$ cat src/rtl/pgr_pkg.sv
// Package: shared constants and the edge-rule selector for the register bank.
// Assumes 32-bit registers; every run of lines uses one line per register bit.
package pgr_pkg;
    localparam int WORD_W = 32;

    // Which bit transition of a run moves its lines.
    typedef enum logic {
        EDGE_FALL_CLEARS = 1'b0,   // 1->0 in storage drives the line to 0
        EDGE_RISE_SETS   = 1'b1    // 0->1 in storage drives the line to 1
    } edge_rule_e;
endpackage

$ cat src/rtl/pgr_store.sv
// Module: pgr_store
// The word storage of the bank, with range checking, a registered read port
// and all words exposed as one flat vector for the line-control units.
// Assumes ADDR_W is wide enough to hold NREG-1 and NREG >= 2.
module pgr_store #(
    parameter int ADDR_W = 6,
    parameter int NREG   = 16
) (
    input  logic                              clk,
    input  logic                              rst_n,
    input  logic                              wr_en,
    input  logic                              rd_en,
    input  logic [ADDR_W-1:0]                 addr,
    input  logic [pgr_pkg::WORD_W-1:0]        wdata,
    output logic [pgr_pkg::WORD_W-1:0]        rdata,
    output logic [NREG*pgr_pkg::WORD_W-1:0]   words_flat
);
    localparam int W     = pgr_pkg::WORD_W;
    localparam int IDX_W = (NREG > 1) ? $clog2(NREG) : 1;

    logic [W-1:0]     words [NREG];
    logic             in_rng;
    logic [IDX_W-1:0] idx;

    assign in_rng = (32'(addr) < 32'(NREG));
    assign idx    = addr[IDX_W-1:0];

    // Purpose: clear all words on reset, store full in-range writes.
    always_ff @(posedge clk) begin
        if (!rst_n) begin
            for (int i = 0; i < NREG; i++) begin
                words[i] <= '0;
            end
        end else if (wr_en && in_rng) begin
            words[idx] <= wdata;
        end
    end

    // Purpose: registered read, zero when out of range, held without rd_en.
    always_ff @(posedge clk) begin
        if (!rst_n) begin
            rdata <= '0;
        end else if (rd_en) begin
            rdata <= in_rng ? words[idx] : '0;
        end
    end

    // Purpose: expose every stored word to the line-control units.
    for (genvar g = 0; g < NREG; g++) begin : g_flat
        assign words_flat[g*W +: W] = words[g];
    end
endmodule

$ cat src/rtl/pgr_line_group.sv
// Module: pgr_line_group
// Drives the output lines of one run of NUM registers starting at word BASE.
// On a write to a word in the run, it compares the new data with the word
// stored before the write and moves only the lines whose bit made the
// transition that RULE selects. Lines are registered (one cycle after the write).
// Assumes the caller passes the run's stored words, low word first.
module pgr_line_group #(
    parameter int                  ADDR_W = 6,
    parameter int                  BASE   = 4,
    parameter int                  NUM    = 4,
    parameter pgr_pkg::edge_rule_e RULE   = pgr_pkg::EDGE_FALL_CLEARS
) (
    input  logic                             clk,
    input  logic                             rst_n,
    input  logic                             wr_en,
    input  logic [ADDR_W-1:0]                addr,
    input  logic [pgr_pkg::WORD_W-1:0]       wdata,
    input  logic [NUM*pgr_pkg::WORD_W-1:0]   run_words,
    output logic [NUM*pgr_pkg::WORD_W-1:0]   lines
);
    localparam int           W         = pgr_pkg::WORD_W;
    localparam logic [W-1:0] IDLE_WORD = (RULE == pgr_pkg::EDGE_FALL_CLEARS) ? '1 : '0;

    for (genvar k = 0; k < NUM; k++) begin : g_slot
        localparam int SLOT = BASE + k;

        logic         hit;
        logic [W-1:0] prev;
        logic [W-1:0] moved;
        logic [W-1:0] slot_q;

        assign hit  = wr_en && (32'(addr) == 32'(SLOT));
        assign prev = run_words[k*W +: W];

        // Purpose: pick the bits whose transition this run reacts to.
        if (RULE == pgr_pkg::EDGE_FALL_CLEARS) begin : g_fall
            assign moved = prev & ~wdata;
        end else begin : g_rise
            assign moved = ~prev & wdata;
        end

        // Purpose: hold the lines of this word, update them on a qualifying write.
        always_ff @(posedge clk) begin
            if (!rst_n) begin
                slot_q <= IDLE_WORD;
            end else if (hit) begin
                if (RULE == pgr_pkg::EDGE_FALL_CLEARS) begin
                    slot_q <= slot_q & ~moved;
                end else begin
                    slot_q <= slot_q | moved;
                end
            end
        end

        assign lines[k*W +: W] = slot_q;
    end
endmodule

$ cat src/rtl/periph_gate_regs.sv
// Module: periph_gate_regs (top)
// Register bank of a clock-and-reset controller: plain storage plus a run of
// reset-release words and a run of clock-enable words that drive line arrays.
// Assumes the two runs do not overlap and both lie at or below LAST_IDX.
module periph_gate_regs #(
    parameter int ADDR_W   = 6,
    parameter int RST_BASE = 4,
    parameter int RST_NUM  = 4,
    parameter int ENA_BASE = 8,
    parameter int ENA_NUM  = 4,
    parameter int LAST_IDX = 15
) (
    input  logic                               clk,
    input  logic                               rst_n,
    input  logic                               wr_en,
    input  logic                               rd_en,
    input  logic [ADDR_W-1:0]                  addr,
    input  logic [pgr_pkg::WORD_W-1:0]         wdata,
    output logic [pgr_pkg::WORD_W-1:0]         rdata,
    output logic [RST_NUM*pgr_pkg::WORD_W-1:0] rst_lines,
    output logic [ENA_NUM*pgr_pkg::WORD_W-1:0] ena_lines
);
    localparam int W    = pgr_pkg::WORD_W;
    localparam int NREG = LAST_IDX + 1;

    logic [NREG*W-1:0] words_flat;

    // Storage and read port.
    pgr_store #(
        .ADDR_W (ADDR_W),
        .NREG   (NREG)
    ) u_store (
        .clk        (clk),
        .rst_n      (rst_n),
        .wr_en      (wr_en),
        .rd_en      (rd_en),
        .addr       (addr),
        .wdata      (wdata),
        .rdata      (rdata),
        .words_flat (words_flat)
    );

    // Reset run: only releases (1->0) reach the lines.
    pgr_line_group #(
        .ADDR_W (ADDR_W),
        .BASE   (RST_BASE),
        .NUM    (RST_NUM),
        .RULE   (pgr_pkg::EDGE_FALL_CLEARS)
    ) u_rst_run (
        .clk       (clk),
        .rst_n     (rst_n),
        .wr_en     (wr_en),
        .addr      (addr),
        .wdata     (wdata),
        .run_words (words_flat[RST_BASE*W +: RST_NUM*W]),
        .lines     (rst_lines)
    );

    // Enable run: only switch-ons (0->1) reach the lines.
    pgr_line_group #(
        .ADDR_W (ADDR_W),
        .BASE   (ENA_BASE),
        .NUM    (ENA_NUM),
        .RULE   (pgr_pkg::EDGE_RISE_SETS)
    ) u_ena_run (
        .clk       (clk),
        .rst_n     (rst_n),
        .wr_en     (wr_en),
        .addr      (addr),
        .wdata     (wdata),
        .run_words (words_flat[ENA_BASE*W +: ENA_NUM*W]),
        .lines     (ena_lines)
    );
endmodule

$ cat config.mk
export PLATFORM = sky130hd
export DESIGN_NAME = periph_gate_regs
export DESIGN_NICKNAME = d
export VERILOG_FILES = /design/src/rtl/pgr_pkg.sv /design/src/rtl/pgr_store.sv /design/src/rtl/pgr_line_group.sv /design/src/rtl/periph_gate_regs.sv
export SDC_FILE = /design/constraint.sdc
export NUM_CORES = 1
export LEC_CHECK = 0
export CAP_MARGIN = 15
export CELL_PAD_IN_SITES_DETAIL_PLACEMENT = 0
export CELL_PAD_IN_SITES_GLOBAL_PLACEMENT = 2
export CORE_AREA = 2 2 309 311
export DETAILED_ROUTE_END_ITERATION = 7
export DIE_AREA = 0 0 311 313
export GPL_ROUTABILITY_DRIVEN = 0
export PLACE_DENSITY_LB_ADDON = 0.1
export SLEW_MARGIN = 20
export SYNTH_ARGS = -nofsm -noshare
export SYNTH_HDL_FRONTEND = slang
export SYNTH_SLANG_ARGS = --single-unit
export TNS_END_PERCENT = 30
$ cat constraint.sdc
create_clock -name clk -period 5.2 [get_ports clk]
set_clock_uncertainty 0.15 [all_clocks]
set_input_delay 0.52 -clock clk [delete_from_list [all_inputs] [get_ports clk]]
set_output_delay 0.52 -clock clk [all_outputs]
set_load 0.01 [all_outputs]
==> results.sh <==
export IMPL_status="finished, final reports clean"
export IMPL_drc=0
export IMPL_first_pass_iters=5
export IMPL_tightest_slew_ps=1100
export IMPL_setup_tns_final_ps=0
export IMPL_synthesis_nets=2600
export IMPL_criticalPathCategory="primary input to flop"
export IMPL_cts_buffers=90
export IMPL_final_max_slew_violation_count=0
export IMPL_stdcell_area_um2=40500
export IMPL_min_period_over_period_pct=62.9
export IMPL_hold_viol_final=0
export IMPL_clk_latency_ps=640
export IMPL_critPathRequiredTime_ps=5370
export IMPL_die_h_um=313
export IMPL_drive_gt1_share_pct=14.7
export IMPL_rows=113
export IMPL_drt_initial_drc_count=1807
export IMPL_grt_pass1_vias=21900
export IMPL_grt_max_degree=77
export IMPL_met3_usage_pct=4.33
export IMPL_via_per_inst=5.25
export IMPL_dp_cells=3974
export IMPL_root_buffer="clkbuf_16"
export IMPL_period_minus_slack_ps=3270
export IMPL_place_area_um2=37300
export IMPL_gr_usage_met1_pct=32.2
export IMPL_reg2reg_slack_ps=3320
export IMPL_yosysWarnings=0
export IMPL_netlist_area_leader_share_pct=47.1
export IMPL_avgSynthCellArea_um2=12.8
export IMPL_ctsResizeCount=0
export IMPL_synth_most_common_cell="edfxtp_1"
export IMPL_crit_fanout=65
export IMPL_top_usage_layer="met2"
export IMPL_cts_tree="yes"
export IMPL_clock_path_buffers=3
export IMPL_grt_pass1_wl_um=157000
export IMPL_timing_final_setup_violations=0
export IMPL_p_leak_nw=15.2
export IMPL_fillers=8797
export IMPL_portBuffers=329
export IMPL_dp_final_hpwl_um=71300
export IMPL_ctsHoldBuffers=0
export IMPL_p_per_area_nw_per_um2=365
export IMPL_total_power_w=0.0148
export IMPL_ir_drop_mv=0.240
export IMPL_ant_nets=0
export IMPL_totalWireLength_um=107000
export IMPL_arrival_ps=3450
export IMPL_worst_slew_margin_rel_pct=26.7
export IMPL_area_growth_pct=24.0
export IMPL_synth_cell_types=37
export IMPL_start_kind="primary input"
export IMPL_synth_common_cells="edfxtp_1, dfxtp_1, inv_1"
export IMPL_routedWlPerCell_um=25.9
export IMPL_netlist_instances=2558
export IMPL_max_clock_freq_mhz=306
export IMPL_gr_total_overflow=0
export IMPL_ys_seq_area_share_pct=64.8
export IMPL_nNetsFinal=2844
export IMPL_path_clk_slew_ps=60
export IMPL_grt_total_usage_pct=21.8
export IMPL_hold_class="flop to flop"
export IMPL_maxCapViolCount=0
export IMPL_synth_area_leaders="edfxtp_1, dfxtp_1, mux4_2, nor3_1, a32oi_1"
export IMPL_async_flop_share_pct=0
export IMPL_critPathCaptureType="flop"
export IMPL_synth_seq_cells=800
export IMPL_ios=330
export IMPL_synth_edf_count=512
export IMPL_cts_setup_buffers=0
export IMPL_grt_setup_unrepaired="no"
export IMPL_netlist_area_um2=32600
export IMPL_htree_levels=3
export IMPL_start_util_pct=34.7
export IMPL_die_w_um=311
export IMPL_synth_largest_area_cell="edfxtp_1"
export IMPL_gr_usage_met2_pct=32.8
export IMPL_cts_sinks=800
export IMPL_floorplan_die_area_um2=97300
export IMPL_fin_cells=4144
export IMPL_coreArea_um2=94200
export IMPL_antenna_found_initial=8
export IMPL_dominantRegCellSynth="edfxtp_1"
export IMPL_vias=21700
[flip-flops by register name, indices dropped and copies added, names as in the netlist]
| name | count |
|---|---|
| u_store.rdata | 32 |
| u_store.words | 512 |
| u_rst_run.g_slot.slot_q | 128 |
| u_ena_run.g_slot.slot_q | 128 |
[placed cells by master, fill, tap and decap left out, drive strengths merged, types with 76 or more instances in the layout]
cell type,n
mux4,105
inv,291
nor3,357
edfxtp,512
clkdlybuf4s50,325
nand2,280
dfxtp,288
clkbuf,136
o21ai,144
mux2i,76
a32oi,128
[routing by layer]
metal / vias to the layer above / wire (um)
met3: 127 / 6890
met2: 668 / 47300
met5: - / 69
li1: 9901 / -
met4: 10 / 1940
met1: 11000 / 51300
[logic make-up after synthesis]
family	share of synthesized area, %
DFF	64.8
and+or+nand+nor	11.2
buffers and inverters	6.58
AOI/OAI and AO/OA	7.52
muxes	9.92
[final cells by class]
type / count / area, um^2 / area share, %
flip-flops and latches: 800 / 21100 / 52.2
multi-input cells: 1241 / 9630 / 23.8
repair buffers: 380 / 3890 / 9.61
clock buffers: 136 / 2680 / 6.62
well taps: 1265 / 1580 / 3.91
inverters: 289 / 1080 / 2.68
clock inverters: 31 / 460 / 1.14
diodes: 2 / 5.00 / 0.0124
[final timing paths]
check | startpoint | endpoint | cells after the start
hold / removal | u_store.words[11][2] | u_ena_run.g_slot[3].slot_q[2] | 1
setup reg to reg | u_store.words[8][30] | u_store.rdata[30] | 3
hold reg to reg | u_store.words[11][2] | u_ena_run.g_slot[3].slot_q[2] | 1
setup / recovery | wr_en | u_store.words[15][11] | 5
[critical path, cell delays in order]
cell             delay, ps
clkdlybuf4s50_1        600
and4bb_2               340
nand3_4                600
o21ai_4               1010
buf_4                  360
[where the power goes]
part | switching [W] | internal, W | leakage [nW]
registers | 0.000143 | 0.00698 | 7.19
logic | 0.000588 | 0.000295 | 6.49
clock network | 0.00262 | 0.00415 | 1.54
total | 0.00335 | 0.0114 | 15.2
[per-stage QoR]
step / worst slack, ps / hold WS, ps / util, %
floorplan: 796 / 275 / -
global placement: 1230 / 284 / 39.3
detailed placement: 1200 / 284 / 39.6
CTS: 1880 / 242 / 42.9
global route: 1740 / 287 / 43.0
finish: 1930 / 294 / 43.0
Note: power is estimated with default switching activity, not from simulation.
